[src/rtl/wbm_pkg.sv]
package wbm_pkg;
  typedef enum logic [1:0] {
    WB_IDLE  = 2'd0,
    WB_EVICT = 2'd1,
    WB_PURGE = 2'd2,
    WB_GRANT = 2'd3
  } wb_state_e;
endpackage

[src/rtl/wbm_match.sv]
// Parallel aligned-address compare against every held word.
module wbm_match #(
  parameter int NE = 8,
  parameter int TW = 29
) (
  input  logic [NE-1:0] vld_i,
  input  logic [TW-1:0] tag_i [NE],
  input  logic [TW-1:0] qtag_i,
  output logic [NE-1:0] hit_o
);
  for (genvar g = 0; g < NE; g++) begin : g_cmp
    assign hit_o[g] = vld_i[g] && (tag_i[g] == qtag_i);
  end
endmodule

[src/rtl/wbm_lru.sv]
// Recency list: position 0 is least recent, position NE-1 is most recent.
module wbm_lru #(
  parameter int NE = 8,
  parameter int IW = $clog2(NE)
) (
  input  logic          clk,
  input  logic          rst,
  input  logic          touch_i,
  input  logic [IW-1:0] tidx_i,
  output logic [IW-1:0] order_o [NE]
);
  logic [IW-1:0] ord_q [NE];
  logic [IW-1:0] nxt   [NE];
  logic [IW-1:0] pos;
  logic [NE-1:0] seen;

  always_comb begin
    pos = '0;
    for (int p = 0; p < NE; p++)
      if (ord_q[p] == tidx_i) pos = IW'(p);
    for (int p = 0; p < NE; p++) begin
      if (p < int'(pos))   nxt[p] = ord_q[p];
      else if (p < NE - 1) nxt[p] = ord_q[(p < NE - 1) ? p + 1 : p];
      else                 nxt[p] = tidx_i;
    end
  end

  always_ff @(posedge clk) begin
    if (rst) begin
      for (int p = 0; p < NE; p++) ord_q[p] <= IW'(p);
    end else if (touch_i) begin
      for (int p = 0; p < NE; p++) ord_q[p] <= nxt[p];
    end
  end

  assign order_o = ord_q;

  always_comb begin
    seen = '0;
    for (int p = 0; p < NE; p++) seen[ord_q[p]] = 1'b1;
  end

  // the list always names every slot exactly once
  p_order_perm_r5: assert property (@(posedge clk) disable iff (rst)
    seen == {NE{1'b1}});
endmodule

[src/rtl/wb_merge_lru.sv]
module wb_merge_lru
  import wbm_pkg::*;
#(
  parameter int NE = 8,
  parameter int AW = 32,
  parameter int DW = 64
) (
  input  logic            clk,
  input  logic            rst,
  input  logic            st_valid,
  output logic            st_ready,
  input  logic [AW-1:0]   st_addr,
  input  logic [DW-1:0]   st_data,
  input  logic [DW/8-1:0] st_be,
  input  logic            ld_valid,
  input  logic            ld_dc_hit,
  input  logic [AW-1:0]   ld_addr,
  output logic            ld_grant,
  output logic            mem_valid,
  input  logic            mem_ready,
  output logic [AW-1:0]   mem_addr,
  output logic [DW-1:0]   mem_data,
  output logic [DW/8-1:0] mem_be
);
  localparam int BW = DW / 8;
  localparam int OW = $clog2(BW);
  localparam int TW = AW - OW;
  localparam int IW = $clog2(NE);

  wb_state_e     state_q;
  logic [NE-1:0] vld_q;
  logic [TW-1:0] tag_q [NE];
  logic [DW-1:0] dat_q [NE];
  logic [BW-1:0] be_q  [NE];
  logic          mem_valid_q;
  logic [AW-1:0] mem_addr_q;
  logic [DW-1:0] mem_data_q;
  logic [BW-1:0] mem_be_q;

  logic [TW-1:0] st_tag, ld_tag;
  logic [NE-1:0] st_hv, ld_hv;
  logic          st_hit, ld_hit, ld_miss, st_fire;
  logic [IW-1:0] st_hidx, lru_idx, free_idx, tidx;
  logic          any_vld, any_free;
  logic [IW-1:0] order [NE];
  logic [DW-1:0] base, wdat;
  logic [BW-1:0] wbe;
  logic          unused_lo;

  assign st_tag    = st_addr[AW-1:OW];
  assign ld_tag    = ld_addr[AW-1:OW];
  assign unused_lo = ^{st_addr[OW-1:0], ld_addr[OW-1:0]};

  wbm_match #(.NE(NE), .TW(TW)) u_st_match (
    .vld_i(vld_q), .tag_i(tag_q), .qtag_i(st_tag), .hit_o(st_hv));
  wbm_match #(.NE(NE), .TW(TW)) u_ld_match (
    .vld_i(vld_q), .tag_i(tag_q), .qtag_i(ld_tag), .hit_o(ld_hv));

  assign st_hit  = |st_hv;
  assign ld_hit  = |ld_hv;
  assign ld_miss = ld_valid && !ld_dc_hit;

  always_comb begin
    st_hidx = '0;
    for (int i = 0; i < NE; i++)
      if (st_hv[i]) st_hidx = IW'(i);
  end

  // oldest held slot and oldest free slot, scanning from the least recent end
  always_comb begin
    lru_idx  = order[0];
    free_idx = order[0];
    any_vld  = 1'b0;
    any_free = 1'b0;
    for (int p = NE - 1; p >= 0; p--) begin
      if (vld_q[order[p]])  begin lru_idx  = order[p]; any_vld  = 1'b1; end
      if (!vld_q[order[p]]) begin free_idx = order[p]; any_free = 1'b1; end
    end
  end

  assign st_ready = (state_q == WB_IDLE) && !ld_miss;
  assign st_fire  = st_valid && st_ready;
  assign tidx     = st_hit ? st_hidx : (any_free ? free_idx : lru_idx);

  always_comb begin
    base = st_hit ? dat_q[st_hidx] : '0;
    for (int b = 0; b < BW; b++)
      wdat[b*8 +: 8] = st_be[b] ? st_data[b*8 +: 8] : base[b*8 +: 8];
    wbe = (st_hit ? be_q[st_hidx] : '0) | st_be;
  end

  wbm_lru #(.NE(NE), .IW(IW)) u_lru (
    .clk(clk), .rst(rst), .touch_i(st_fire), .tidx_i(tidx), .order_o(order));

  // entry storage: one write port, addressed by tidx
  always_ff @(posedge clk) begin
    if (st_fire) begin
      tag_q[tidx] <= st_tag;
      dat_q[tidx] <= wdat;
      be_q[tidx]  <= wbe;
    end
  end

  always_ff @(posedge clk) begin
    if (rst) begin
      state_q     <= WB_IDLE;
      vld_q       <= '0;
      mem_valid_q <= 1'b0;
      mem_addr_q  <= '0;
      mem_data_q  <= '0;
      mem_be_q    <= '0;
    end else begin
      case (state_q)
        WB_IDLE: begin
          if (ld_miss) begin
            state_q <= ld_hit ? WB_PURGE : WB_GRANT;
          end else if (st_fire) begin
            vld_q[tidx] <= 1'b1;
            if (!st_hit && !any_free) begin
              mem_addr_q  <= {tag_q[lru_idx], OW'(0)};
              mem_data_q  <= dat_q[lru_idx];
              mem_be_q    <= be_q[lru_idx];
              mem_valid_q <= 1'b1;
              state_q     <= WB_EVICT;
            end
          end
        end
        WB_EVICT: begin
          if (mem_ready) begin
            mem_valid_q <= 1'b0;
            state_q     <= WB_IDLE;
          end
        end
        WB_PURGE: begin
          if (mem_valid_q) begin
            if (mem_ready) mem_valid_q <= 1'b0;
          end else if (any_vld) begin
            mem_addr_q     <= {tag_q[lru_idx], OW'(0)};
            mem_data_q     <= dat_q[lru_idx];
            mem_be_q       <= be_q[lru_idx];
            mem_valid_q    <= 1'b1;
            vld_q[lru_idx] <= 1'b0;
          end else begin
            state_q <= WB_GRANT;
          end
        end
        default: state_q <= WB_IDLE;
      endcase
    end
  end

  assign ld_grant  = (state_q == WB_GRANT);
  assign mem_valid = mem_valid_q;
  assign mem_addr  = mem_addr_q;
  assign mem_data  = mem_data_q;
  assign mem_be    = mem_be_q;

  // a word is held in at most one slot
  p_unique_tag_r2: assert property (@(posedge clk) disable iff (rst)
    $onehot0(st_hv));
  // a grant that follows a purge finds the buffer empty
  p_purge_empty_r6: assert property (@(posedge clk) disable iff (rst)
    (ld_grant && $past(state_q) == WB_PURGE) |-> (vld_q == '0));
  // the grant lasts one cycle
  p_grant_pulse_r7: assert property (@(posedge clk) disable iff (rst)
    ld_grant |=> !ld_grant);
  // no refill permission while a write is outstanding
  p_grant_idle_mem_r8: assert property (@(posedge clk) disable iff (rst)
    ld_grant |-> !mem_valid);
  // a cache-hit load leaves the held set alone
  p_dchit_noop_r9: assert property (@(posedge clk) disable iff (rst)
    (state_q == WB_IDLE && ld_valid && ld_dc_hit && !st_valid)
      |=> ($stable(vld_q) && !ld_grant));
  // stores stall behind an outstanding write
  p_stall_busy_r10: assert property (@(posedge clk) disable iff (rst)
    mem_valid |-> !st_ready);
  // write fields hold while memory stalls
  p_mem_hold_r10: assert property (@(posedge clk) disable iff (rst)
    (mem_valid && !mem_ready) |=> (mem_valid && $stable(mem_addr)
      && $stable(mem_data) && $stable(mem_be)));
endmodule

[config.mk]
export PLATFORM = sky130hd
export DESIGN_NAME = wb_merge_lru
export DESIGN_NICKNAME = d
export VERILOG_FILES = /design/src/rtl/wbm_pkg.sv /design/src/rtl/wbm_match.sv /design/src/rtl/wbm_lru.sv /design/src/rtl/wb_merge_lru.sv
export SDC_FILE = /design/constraint.sdc
export NUM_CORES = 2
export LEC_CHECK = 0
export ABC_AREA = 1
export BUFFER_PORTS_ARGS = -buffer_cell sky130_fd_sc_hd__buf_4
export CAP_MARGIN = 15
export CORE_MARGIN = 4
export CORE_UTILIZATION = 36
export DETAILED_ROUTE_END_ITERATION = 10
export PLACE_DENSITY = 0.6
export SYNTH_ARGS = -nofsm -noshare
export SYNTH_HDL_FRONTEND = slang
export SYNTH_SLANG_ARGS = --single-unit
[constraint.sdc]
create_clock -name clk -period 10.9 [get_ports clk]
set_clock_uncertainty 0.15 [all_clocks]
set_input_delay 1.09 -clock clk [delete_from_list [all_inputs] [get_ports clk]]
set_output_delay 1.09 -clock clk [all_outputs]
set_load 0.005 [all_outputs]
# Yosys cells after proc, flatten, opt, wreduce, memory -nomap -nowiden
# Memories as Yosys holds them, arrays and structs flattened.
# Cells that the tools add are included.
# word_totals
ff_bits,371
mem_bits_rw,576
input_bits,142
out_inout_bits,107
elab_cells,262
mem_count,2
# memory_table
memory,words,word_bits,read_ports,rd_clocked_by_memory_dff,write_ports,line_no,rtl
dat_q,8,64,2,0,1,wb_merge_lru.sv:33,logic [DW-1:0] dat_q [NE];
be_q,8,8,2,0,1,wb_merge_lru.sv:34,logic [BW-1:0] be_q [NE];
# classes
magnitude_cmp,22
n_eq_ne,35
n_mux,125
bitwise_logic,13
n_reduce_logical,43
# op_table
operator,n
29-bit == test,16
64-bit 2-to-1 mux,6
232-bit bitwise mux,1
32-bit 2-to-1 mux,5
8-bit 2-to-1 mux,18
64-bit one-hot mux with 2 select lines,1
3-bit 2-to-1 mux,30
29-bit binary-select mux with 3-bit select,1
29-bit demux with 3-bit select,1
29-bit 2-to-1 mux,3
32-bit one-hot mux with 2 select lines,1
"3-bit by 4-bit < comparator with 1-bit output, second input constant",10
1-bit 2-to-1 mux,38
8-bit one-hot mux with 2 select lines,2
1-bit binary-select mux with 3-bit select,8
1-bit logical AND,23
3-bit == test,7
8-bit bitwise OR,2
8-bit OR reduction,2
5-bit AND reduction,3
2-bit AND reduction,7
2-bit 2-to-1 mux,6
"2-bit != test, second input constant",6
"3-bit < comparator, first input constant",3
22 further kinds,38

# Logic depth before layout (Yosys ltp)
# logic_depth
word_depth,23
depth_mapped,34
mapped_depth_nobuf,32

# Cells and area by module
# From an unflattened synthesis, not the netlist that was laid out.
# unflattened
cells_unflattened,6895
hier_area_um2,53451.3
# by_module_without_submodules
mod,n_inst,cells_each,area_per_inst_um2,seq_area_each_um2
wb_merge_lru,1,4475,43307.8,26505.4
wbm_match,2,1124,4430.5,0.0
wbm_lru,1,172,1282.5,480.5

# Worst setup path before layout
# OpenSTA, ideal clock, no wires.
# synth_timing
path_kind,in2reg
startpoint,input port st_addr[21]
endpoint,"memory be_q[2][0] (netlist bit), enable pin"
setup_time_ns,0.684
t_arrival_ns,9.489
required_time_ns,10.066
path_slack_ns,0.577
stages,18
cell_sequence,buf_4 -> inv_2 -> or2_1 -> nand4_1 -> nor2_1 -> nand2_1 -> nor2_1 -> nand2_1 -> nand2_2 -> nor2_4 -> nand2_1 -> nor2_2 -> nand2_2 -> nand2_8 -> inv_2 -> nor2_1 -> inv_1 -> nor3_1
# synth_between
elab_chain_len,10
# synth_rtl
element,line_no,rtl
from (decl),wb_merge_lru.sv:12,"input logic [AW-1:0] st_addr,"
29-bit == test,wbm_match.sv:12,assign hit_o[g] = vld_i[g] && (tag_i[g] == qtag_i);
1-bit logical AND,wbm_match.sv:12,
1-bit 2-to-1 mux,wb_merge_lru.sv:66,if (st_hv[i]) st_hidx = IW'(i);
3-bit 2-to-1 mux (6 in a row),wb_merge_lru.sv:66,
3-bit 2-to-1 mux (*),wb_merge_lru.sv:83,assign tidx = st_hit ? st_hidx : (any_free ? free_idx : lru_idx);
to (decl),wb_merge_lru.sv:34,
# Every way passes the cells marked *; elsewhere a longest branch is shown, timed or not.

# Worst setup path after layout
# layout_timing
startpoint,input port st_addr[11]
endpoint,"memory dat_q[2][33], data pin"
# layout_between
elab_chain_len,12
# layout_rtl
element,line_no,rtl
29-bit == test,wbm_match.sv:12,
1-bit logical AND,wbm_match.sv:12,
1-bit 2-to-1 mux,wb_merge_lru.sv:66,
3-bit 2-to-1 mux (6 in a row),wb_merge_lru.sv:66,
memory 8 x 64 bit,-,
64-bit 2-to-1 mux (*),wb_merge_lru.sv:86,base = st_hit ? dat_q[st_hidx] : '0;
8-bit 2-to-1 mux (*),wb_merge_lru.sv:88,wdat[b*8 +: 8] = st_be[b] ? st_data[b*8 +: 8] : base[b*8 +: 8];
named net wdat[33],wb_merge_lru.sv:46,"logic [DW-1:0] base, wdat;"
to (decl),wb_merge_lru.sv:33,
# Mark *: on every way through the listed nets, which the timed path passes. The rest lies on a longest branch.

==> reports/results.tsv <==
metric	value	unit
outcome	completed	
grt_max_degree	178	
die_h	383	um
use_met3	8.71	%
post-route-min-period	6.35	ns
path_clk_slew	0.06	ns
ctsHoldBuffers	0	
multi_input_area	20200	um2
area_growth_syn_to_layout	14.5	%
vias_per_cell	5.97	
drc	0	
period_share	58.3	%
critPathRequiredTime	11.13	ns
insertion_delay	0.77	ns
wire_per_inst	32.1	um
ys_seq_area_share	53.2	%
cts_setup_buffers	0	
dr_total_vias	48910	
coreArea	140000	um2
ant_nets	0	
maxSlewViolCount	0	
place.gp.congestion	1.08	
root_buffer	clkbuf_16	
clock-sinks	944	
setup_viol	0	
cp_max_fo	114	
hold_violations	0	
cts-resized-gates	0	
start_util	36.3	%
fin_tns_setup	0	ns
antenna_found_initial	14	
fmax	157	MHz
grt_pass1_wl	359000	um
grt_pass1_vias	45761	
cts_buffers	111	
p_leak	23.8	nW
critPathArrivalTime	6.58	ns
drive_above_1_share	9.75	%
die_area	147000	um2
fp.dieW	383	um
hpwlAfterDp	168000	um
clockBufferDepth	3	
htree_levels	3	
avgSynthCellArea	8.32	um2
synthesis.area	50700	um2
ys_ff_latch	944	
top_usage_layer	met2	
grtUsageTotal	34.8	%
power	16.6	mW
drt_iter0_drc	6550	
worstSetupPathType	primary input to flop	
start_kind	primary input	
fillers	14007	
ys_warn_count	0	
cts_tree	built	
final_nets	6349	
crit_path_end_kind	flop	
powerDensity	285	nW/um2
max-vdd-ir-drop	342	uV
drv_cap	0	
maxSlewHeadroom	19.5	%
use_met2	51.7	%
synth_cells	6090	
tightest_slew	1.19	ns
holdWs	0.374	ns
first_pass_iters	6	
io_pins	249	
ys_types	55	
rsz0062_at_grt	no	
portBuffers	239	
use_met1	45.5	%
layout.area.seq	27000	um2
hold_path.class	flop to flop	
std_cell_rows	137	
routed_wl	263000	um
grt-ovfl-total	0	
metrics by stage:
| step | instance area [um2] | worst slack, ns | instances | utilization [%] |
|---|---|---|---|---|
| floorplan | 50700 | 0.577 | 6092 | - |
| global placement | 54100 | 3.84 | 7952 | 38.7 |
| CTS | 57900 | 4.58 | 8163 | 41.5 |
| global route | 58000 | 4.37 | 8182 | 41.5 |
| finish | 58100 | 4.55 | 8194 | 41.6 |
| detailed placement | 54100 | 3.74 | 7952 | 38.7 |
synthesized netlist by cell type (all sizes together):
master,instances,area [um2]
o221ai,1,8.76
nor3,84,425
nand3b,30,225
or2,8,50.1
a32o,56,561
o22ai,216,1350
and3,13,81.3
inv,566,2130
o2111ai,3,26.3
o31ai,16,120
buf,168,918
nand2,1930,7340
edfxtp,808,24300
or3,1,6.26
nor2,607,2350
a31oi,3,18.8
a21oi,348,1750
nand4,125,788
xnor2,39,342
nand3,320,1650
a2111oi,1,8.76
dfxtp,136,2720
nor4,66,413
o211ai,40,300
xor2,58,523
o21ai,207,1040
conb,1,3.75
clkinv,8,30.0
a311oi,1,8.76
clkbuf,150,563
a221oi,17,149
nor3b,9,77.6
o21bai,1,11.3
a211oi,23,173
o41ai,29,254
a21boi,1,11.3
path summary, 6_finish.rpt:
path                    start           end  slack, ns  cells past startpoint
setup / recovery  st_addr[11]  dat_q[2][33]       4.55                     21
hold / removal     state_q[0]    state_q[0]       0.37                      2
hold reg to reg    state_q[0]    state_q[0]       0.37                      2
setup reg to reg     vld_q[2]  mem_data[59]       4.72                     24
critical path, cell delays in order:
cell and delay (ns):
buf_4 0.26, inv_1 0.74, nor2_1 0.16, nor2_1 0.13
nand3_1 0.08, nor2_1 0.09, nand2_1 0.07, nor2_1 0.10
nand2_1 0.13, nand3_1 0.10, nand2_1 0.13, nand2_1 0.09
nand2_1 0.08, nand2_1 0.11, nand2_4 0.39, inv_6 0.78
buf_12 0.52, nand2_1 0.10, nand3_1 0.10, a21oi_1 0.09
o41ai_1 1.04
placed cells by master (no fill, tap or decap), types with 13 or more instances in the layout:
master / netlist / routed
a211oi_1: 23 / 23
a21oi_1: 347 / 346
a221oi_1: 17 / 17
a32o_1: 56 / 56
and3_1: 13 / 13
buf_4: 24 / 294
bufinv_16: 0 / 14
clkbuf_1: 150 / 38
clkbuf_16: 0 / 112
clkbuf_2: 0 / 18
clkinv_1: 8 / 14
dfxtp_1: 136 / 136
diode_2: 0 / 13
edfxtp_1: 808 / 808
inv_1: 504 / 503
inv_2: 61 / 56
nand2_1: 1907 / 1902
nand2_2: 17 / 18
nand3_1: 315 / 313
nand3b_1: 30 / 30
nand4_1: 124 / 124
nor2_1: 597 / 592
nor3_1: 83 / 79
nor4_1: 66 / 65
o211ai_1: 40 / 40
o21ai_0: 188 / 188
o21ai_1: 19 / 19
o22ai_1: 216 / 216
o31ai_1: 16 / 16
o41ai_1: 29 / 29
xnor2_1: 39 / 39
xor2_1: 56 / 56
flip-flops by register name, indices dropped and copies added, names as in the netlist:
| register | cells |
|---|---|
| vld_q | 8 |
| state_q | 2 |
| u_lru.order_o | 24 |
| mem_valid | 1 |
| tag_q | 232 |
| mem_addr | 29 |
| mem_be | 8 |
| be_q | 64 |
| dat_q | 512 |
| mem_data | 64 |
area by class of cell:
class | instances | area share [%]
Sequential cell | 944 | 46.5
Multi-Input combinational cell | 4256 | 34.8
Clock buffer | 159 | 5.29
Timing Repair Buffer | 320 | 4.23
Tap cell | 1876 | 4.04
Inverter | 574 | 3.75
Clock inverter | 52 | 1.35
Antenna cell | 13 | 0.0560
per-layer routing:
metal	vias to the layer above	share of wire, %
li1	21008	-
met1	23816	39
met2	3298	43
met3	784	11
met4	4	7.2
met5	-	0.011
where the power goes:
| part | switching, mW | internal, mW | total (mW) | leakage [nW] |
|---|---|---|---|---|
| clock | 1.66 | 2.31 | 3.97 | 1.84 |
| sequential | 0.411 | 4.57 | 4.98 | 8.49 |
| combinational | 5.81 | 1.80 | 7.61 | 13.5 |
| total | 7.88 | 8.67 | 16.6 | 23.8 |
logic make-up (layout without fill, tap and decap cells):
family | count (synthesis) | in the layout | synth area share, %
AOI/OAI and AO/OA | 963 | 963 | 11.4
DFF | 944 | 944 | 53.2
and+or+nand+nor | 3193 | 3193 | 26.5
buffers and inverters | 892 | 1105 | 7.18
other | 1 | 16 | 0.00740
xor gates and xnor gates | 97 | 97 | 1.71
No activity file was read; power rests on OpenSTA's default activity.
